File: config.mk
export PLATFORM = sky130hd
export DESIGN_NAME = cfg_desc_responder
export DESIGN_NICKNAME = d
export VERILOG_FILES = /design/src/rtl/cdr_pkg.sv /design/src/rtl/cdr_delay.sv /design/src/rtl/cdr_desc_rom.sv /design/src/rtl/cdr_req_ctrl.sv /design/src/rtl/cfg_desc_responder.sv
export SDC_FILE = /design/constraint.sdc
export NUM_CORES = 1
export LEC_CHECK = 0
export BUFFER_PORTS_ARGS = -buffer_cell sky130_fd_sc_hd__buf_2
export CORE_UTILIZATION = 40
export CTS_CLUSTER_DIAMETER = 120
export CTS_CLUSTER_SIZE = 12
export DETAILED_ROUTE_END_ITERATION = 10
export PLACE_DENSITY = 0.6
export SYNTH_ARGS = -nofsm -noshare
export SYNTH_HDL_FRONTEND = slang
export SYNTH_HIERARCHICAL = 1
export SYNTH_SLANG_ARGS = --single-unit
File: constraint.sdc
create_clock -name clk -period 2 [get_ports clk]
set_clock_uncertainty 0.05 [all_clocks]
set_input_delay 0.3 -clock clk [delete_from_list [all_inputs] [get_ports clk]]
set_output_delay 0.3 -clock clk [all_outputs]
set_load 0.02 [all_outputs]
File: src/rtl/cdr_pkg.sv
package cdr_pkg;

  localparam int ADDR_W = 24;
  localparam int DATA_W = 64;
  localparam int HALF_W = DATA_W / 2;

  typedef struct packed {
    logic [15:0]  ints_per_proc;
    logic [15:0]  proc_count;
    logic [15:0]  cfg_rec_count;
    logic [15:0]  prog_model;
    logic [199:0] pad_a;
    logic [55:0]  rec_len;
    logic [63:0]  rec_off;
    logic [5:0]   pad_b;
    logic         psa_each_proc;
    logic         psa_needed;
    logic [55:0]  psa_len;
    logic [63:0]  psa_off;
    logic [7:0]   pad_c;
    logic [55:0]  errbuf_len;
    logic [63:0]  errbuf_off;
  } acc_desc_t;

  localparam int DESC_BITS   = $bits(acc_desc_t);
  localparam int DESC_DWORDS = DESC_BITS / DATA_W;

  typedef enum logic [1:0] {
    RSP_ZERO = 2'd0,
    RSP_DESC = 2'd1,
    RSP_FAIL = 2'd2
  } rsp_kind_t;

  function automatic acc_desc_t build_desc();
    acc_desc_t d;
    d               = '0;
    d.ints_per_proc = 16'd0;
    d.proc_count    = 16'd1;
    d.cfg_rec_count = 16'd0;
    d.prog_model    = 16'h8010;
    return d;
  endfunction

  // Pick the lane for a 32-bit read, or pass the whole word for a 64-bit one
  function automatic logic [DATA_W-1:0] lane_pick(logic [DATA_W-1:0] word,
                                                 logic lo_half, logic wide);
    logic [HALF_W-1:0] h;
    h = lo_half ? word[HALF_W-1:0] : word[DATA_W-1:HALF_W];
    return wide ? word : {h, h};
  endfunction

  function automatic rsp_kind_t classify(logic addr_ok, logic cfg, logic rd);
    if (!addr_ok)      return RSP_FAIL;
    else if (cfg && rd) return RSP_DESC;
    else               return RSP_ZERO;
  endfunction

endpackage

File: src/rtl/cdr_delay.sv
module cdr_delay #(
  parameter int W = 1
) (
  input  logic         clk,
  input  logic         rst_n,
  input  logic [W-1:0] d,
  output logic [W-1:0] q
);
  always_ff @(posedge clk or negedge rst_n) begin
    if (!rst_n) q <= '0;
    else        q <= d;
  end
endmodule

File: src/rtl/cdr_desc_rom.sv
module cdr_desc_rom
  import cdr_pkg::*;
#(
  parameter int DW    = DATA_W,
  parameter int NDW   = DESC_DWORDS,
  parameter int IDX_W = ADDR_W - 1
) (
  input  logic [IDX_W-1:0] dw_idx,
  output logic [DW-1:0]    dw_data,
  output logic             in_range
);
  localparam acc_desc_t         DESC      = build_desc();
  localparam logic [NDW*DW-1:0] DESC_FLAT = DESC;

  logic [DW-1:0] words [NDW];

  // Word 0 is the most significant slice of the record
  for (genvar g = 0; g < NDW; g++) begin : g_slice
    assign words[g] = DESC_FLAT[NDW*DW-1-g*DW -: DW];
  end

  always_comb begin
    dw_data  = '0;
    in_range = 1'b0;
    for (int i = 0; i < NDW; i++) begin
      if (dw_idx == IDX_W'(i)) begin
        dw_data  = words[i];
        in_range = 1'b1;
      end
    end
  end
endmodule

File: src/rtl/cdr_req_ctrl.sv
module cdr_req_ctrl
  import cdr_pkg::*;
#(
  parameter int AW = ADDR_W,
  parameter int DW = DATA_W
) (
  input  logic          clk,
  input  logic          rst_n,
  input  logic          valid,
  input  logic          cfg,
  input  logic          rd,
  input  logic          wide,
  input  logic [AW-1:0] addr,
  input  logic          addr_par,
  input  logic [DW-1:0] wdata,
  input  logic          wdata_par,
  input  logic [DW-1:0] rom_data,
  input  logic          rom_in_range,
  output logic [AW-2:0] rom_idx,
  output logic          s1_ack,
  output logic [DW-1:0] s1_data,
  output logic          par_err
);
  logic          accept;
  logic          addr_ok;
  rsp_kind_t     kind;
  logic [DW-1:0] resp;
  logic          evt_write_ok;
  logic          evt_oor_read;
  logic          evt_bad_addr;

  assign rom_idx = addr[AW-1:1];
  assign addr_ok = ^{addr, addr_par};
  // One-edge hold-off after an acceptance
  assign accept  = valid & ~s1_ack;
  assign kind    = classify(addr_ok, cfg, rd);

  assign evt_write_ok = accept & addr_ok & ~rd;
  assign evt_oor_read = accept & addr_ok & cfg & rd & ~rom_in_range;
  assign evt_bad_addr = accept & ~addr_ok;

  always_comb begin
    case (kind)
      RSP_DESC: resp = lane_pick(rom_data, addr[0], wide);
      RSP_FAIL: resp = '1;
      default:  resp = '0;
    endcase
  end

  always_ff @(posedge clk or negedge rst_n) begin
    if (!rst_n) begin
      s1_ack  <= 1'b0;
      s1_data <= '0;
    end else if (accept) begin
      s1_ack  <= 1'b1;
      s1_data <= resp;
    end else begin
      s1_ack  <= 1'b0;
      s1_data <= '0;
    end
  end

  always_ff @(posedge clk or negedge rst_n) begin
    if (!rst_n)            par_err <= 1'b0;
    else if (evt_bad_addr) par_err <= 1'b1;
  end

  AST_WRITE_ZERO: assert property (@(posedge clk) disable iff (!rst_n)
    (evt_write_ok && (wdata != '0 || wdata_par)) |=> s1_data == '0);
  AST_OOR_ZERO: assert property (@(posedge clk) disable iff (!rst_n)
    evt_oor_read |=> s1_data == '0);
  AST_BAD_ONES: assert property (@(posedge clk) disable iff (!rst_n)
    evt_bad_addr |=> (s1_data == '1 && par_err));
  AST_ERR_HOLD: assert property (@(posedge clk) disable iff (!rst_n)
    par_err |=> par_err);
  AST_HOLDOFF: assert property (@(posedge clk) disable iff (!rst_n)
    (s1_ack && valid) |=> !s1_ack);
endmodule

File: src/rtl/cfg_desc_responder.sv
module cfg_desc_responder
  import cdr_pkg::*;
#(
  parameter int AW = ADDR_W,
  parameter int DW = DATA_W
) (
  input  logic          clk,
  input  logic          rst_n,
  input  logic          mm_valid,
  input  logic          mm_cfg,
  input  logic          mm_rd,
  input  logic          mm_dw,
  input  logic [AW-1:0] mm_addr,
  input  logic          mm_addr_par,
  input  logic [DW-1:0] mm_wdata,
  input  logic          mm_wdata_par,
  output logic          mm_ack,
  output logic [DW-1:0] mm_rdata,
  output logic          mm_rdata_par,
  output logic          addr_par_err
);
  logic [AW-2:0] rom_idx;
  logic [DW-1:0] rom_data;
  logic          rom_in_range;
  logic          s1_ack;
  logic [DW-1:0] s1_data;

  cdr_desc_rom #(.DW(DW), .NDW(DESC_DWORDS), .IDX_W(AW-1)) u_rom (
    .dw_idx   (rom_idx),
    .dw_data  (rom_data),
    .in_range (rom_in_range)
  );

  cdr_req_ctrl #(.AW(AW), .DW(DW)) u_ctrl (
    .clk          (clk),
    .rst_n        (rst_n),
    .valid        (mm_valid),
    .cfg          (mm_cfg),
    .rd           (mm_rd),
    .wide         (mm_dw),
    .addr         (mm_addr),
    .addr_par     (mm_addr_par),
    .wdata        (mm_wdata),
    .wdata_par    (mm_wdata_par),
    .rom_data     (rom_data),
    .rom_in_range (rom_in_range),
    .rom_idx      (rom_idx),
    .s1_ack       (s1_ack),
    .s1_data      (s1_data),
    .par_err      (addr_par_err)
  );

  cdr_delay #(.W(1)) u_ack_dly (
    .clk (clk), .rst_n (rst_n), .d (s1_ack), .q (mm_ack)
  );

  cdr_delay #(.W(DW)) u_data_dly (
    .clk (clk), .rst_n (rst_n), .d (s1_data), .q (mm_rdata)
  );

  // Parity taken on the bus as driven, not carried through the delay
  assign mm_rdata_par = ~^mm_rdata;

  AST_ACK_PULSE: assert property (@(posedge clk) disable iff (!rst_n)
    mm_ack |=> !mm_ack);
  AST_ACK_FOLLOWS: assert property (@(posedge clk) disable iff (!rst_n)
    s1_ack |=> (mm_ack && mm_rdata == $past(s1_data)));
  AST_IDLE_ZERO: assert property (@(posedge clk) disable iff (!rst_n)
    !mm_ack |-> mm_rdata == '0);
  AST_ONES_PARITY: assert property (@(posedge clk) disable iff (!rst_n)
    (mm_rdata == '1) |-> mm_rdata_par);
endmodule

==> results.yml <==
global_route:
  grt_use_total_pct: 14.93
  grt_pass1_vias: 3733
  overflow: 0
  antenna_found_initial: 0
  grt_pass1_wl_um: 18360
  grt_max_degree: 66
worst_setup_path:
  r2r_cells: 4
  path_common_cell: "xnor2_1"
  crit_path_start_kind: "register"
  slowest_stage: "dfrtp_1"
  worst-path-max-fanout: 2
  rr_startpoint: "u_ctrl/s1_ack$_DFF_PN0_"
  crit_family: "XOR/XNOR gates"
  crit_buf_inv: 2
  worst_setup_path_end_kind: "output port"
  path_class: "register to output port"
  r2r_setup_slack_ps: 680
  cp_slowest_stage_delay_ps: 380
  critPathLaunch: "u_data_dly/q[37]$_DFF_PN0_"
  required_ps: 1650
  worst_r2r_endpoint: "u_ctrl/s1_data[36]$_DFF_PN0_"
  path_cells: "xor2_1 > xnor2_1 > xnor2_1 > buf_4 > xnor2_4 > xnor2_2 > xnor2_1 > buf_4"
  critical_path_arrival_ps: 2060
route:
  wl_per_cell_um: 14.20
  viasPerCell: 4.487
  drc: 0
  routed-via-count: 3545
  drtIter0Drc: 75
  ant_nets: 0
  routed_wl_um: 11220
  dr.pass1.iters: 4
floorplanning:
  die_h_um: 126.7
  rows: 45
  initial_core_util_pct: 40.92
  die_width_um: 126.7
  core_area_mm2: 0.01520
  dieArea_mm2: 0.01606
  ios: 163
layout:
  nets: 685
  final_core_util_pct: 50.30
  final_cell_mix: "dfrtp_1 (131), buf_2 (95), mux2i_1 (64), conb_1 (61), xnor2_1 (60)"
  drive_above_1_share_pct: 39.53
  antennaDiodeCount: 0
  syn_to_final_growth_pct: 22.91
  final_common_cell: "dfrtp_1"
sta:
  setup_viol: 1
  rsz0062_at_grt: "true"
  finalHoldViolCount: 0
  period_share_pct: 120.5
  fmax_mhz: 414.8
  fin_crit_ps: 2411
  whs_ps: 156.6
  maxSlewViolCount: 0
  layout_setup_ws_ps: -411.0
worst_hold_path:
  min-delay-start: "mm_valid"
  hold_path_depth: 3
  hold_path.class: "primary input to register"
  min_to: "u_ctrl/s1_ack$_DFF_PN0_"
synth:
  syn_inst: 473
  syn_area_mm2: 0.006221
  syn_area_per_cell_um2: 13.15
  synth_warnings: 6
pwr:
  p_clk_share_pct: 19.2
  powerDensity_mw_per_mm2: 2327
  power.switching_mw: 6.619
  p_leak_nw: 3.675
  power_frac_comb_pct: 55.6
  p_seq_share_pct: 25.3
  power_switching_share_pct: 37.20
  p_int_mw: 11.17
  vdd_drop_max_v: 0.002848
cts:
  clk_pin_slew_ps: 50
  clk_path_buf_depth: 2
  cts_buffers: 17
  clock_sinks: 131
  cts_root_buf: "clkbuf_16"
  cts_tree: "done"
  cts_max_level: 4
  clk_latency_ps: 410
place:
  numPortBuffers: 97
  routabilityCongestion: 0.7113
  dpl.hpwl_um: 7437
run:
  cap_viol_max_count: 0
outcome:
  violations: "negative setup slack"
  status: "finished, violations left"
==> what timing repair did <==
item                                    4_1_cts  5_1_grt
hold buffers                                  1        0
setup buffers                                 0        3
endpoints found under the setup margin        1        1
resized for setup                             5       10
pin swaps                                     9       13
hold endpoints to repair                     45        0
==> final cells by class <==
| type | instances | area, um^2 |
|---|---|---|
| Clock buffer | 23 | 488.0 |
| Clock inverter | 9 | 173.9 |
| Fill cell | 1328 | 7556 |
| Inverter | 1 | 3.754 |
| Multi-Input combinational cell | 288 | 2522 |
| Sequential cell | 131 | 3278 |
| Tap cell | 188 | 235.2 |
| Timing Repair Buffer | 150 | 944.7 |
==> worst max-delay path by stage <==
stage	to	slack, ps	cells after the start
floorplan	mm_rdata_par	30	6
global placement	mm_rdata_par	-120	7
detailed placement	u_ctrl/s1_data[35]$_DFF_PN0_	-160	7
CTS	mm_rdata_par	-470	7
global route	mm_rdata_par	-510	8
finish	mm_rdata_par	-410	8
==> metrics by stage <==
stage                     cell area, um^2  setup slack [ps]  cells  TNS, ps  power, mW
after floorplan                      6446             29.35    533        0      10.04
after global placement               6840            -124.3    754    -4311      12.95
after detailed placement             6840            -160.6    754    -7124      13.01
after CTS                            7545            -474.6    787   -474.6      17.14
after global routing                 7646            -505.7    790   -505.7      18.70
final                                7646            -411.0    790   -411.0      17.79
==> power by group through the flow <==
stage	clock network [mW]	registers (mW)	logic, mW
3_3_place_gp	0	4.48	8.47
6_report	3.41	4.49	9.88
4_1_cts	3.47	4.49	9.18
3_5_place_dp	0	4.52	8.49
5_1_grt	3.59	4.64	10.5
2_1_floorplan	0	5.14	4.90
==> routing by layer <==
metal / vias up / wire length, um / global-route usage [%]
li1: 1719 / - / -
met1: 1741 / 5011 / 18.46
met2: 73 / 5743 / 25.64
met3: 12 / 347 / 3.374
met4: 0 / 117 / 5.462
met5: - / 0 / 0
==> state kept, by name, indices dropped and copies added (netlist names) <==
| name | flops |
|---|---|
| u_ctrl/s1_ack | 1 |
| u_data_dly/q | 64 |
| u_ack_dly/q | 1 |
| u_ctrl/par_err | 1 |
| u_ctrl/s1_data | 64 |
==> worst reg2reg max path, stage by stage, from the launching register on <==
cell and delay (ps):
dfrtp_1 380, nand2b_4 160, inv_1 110, nand3_4 290, o22ai_1 230
Power figures use the tool's default switching activity.
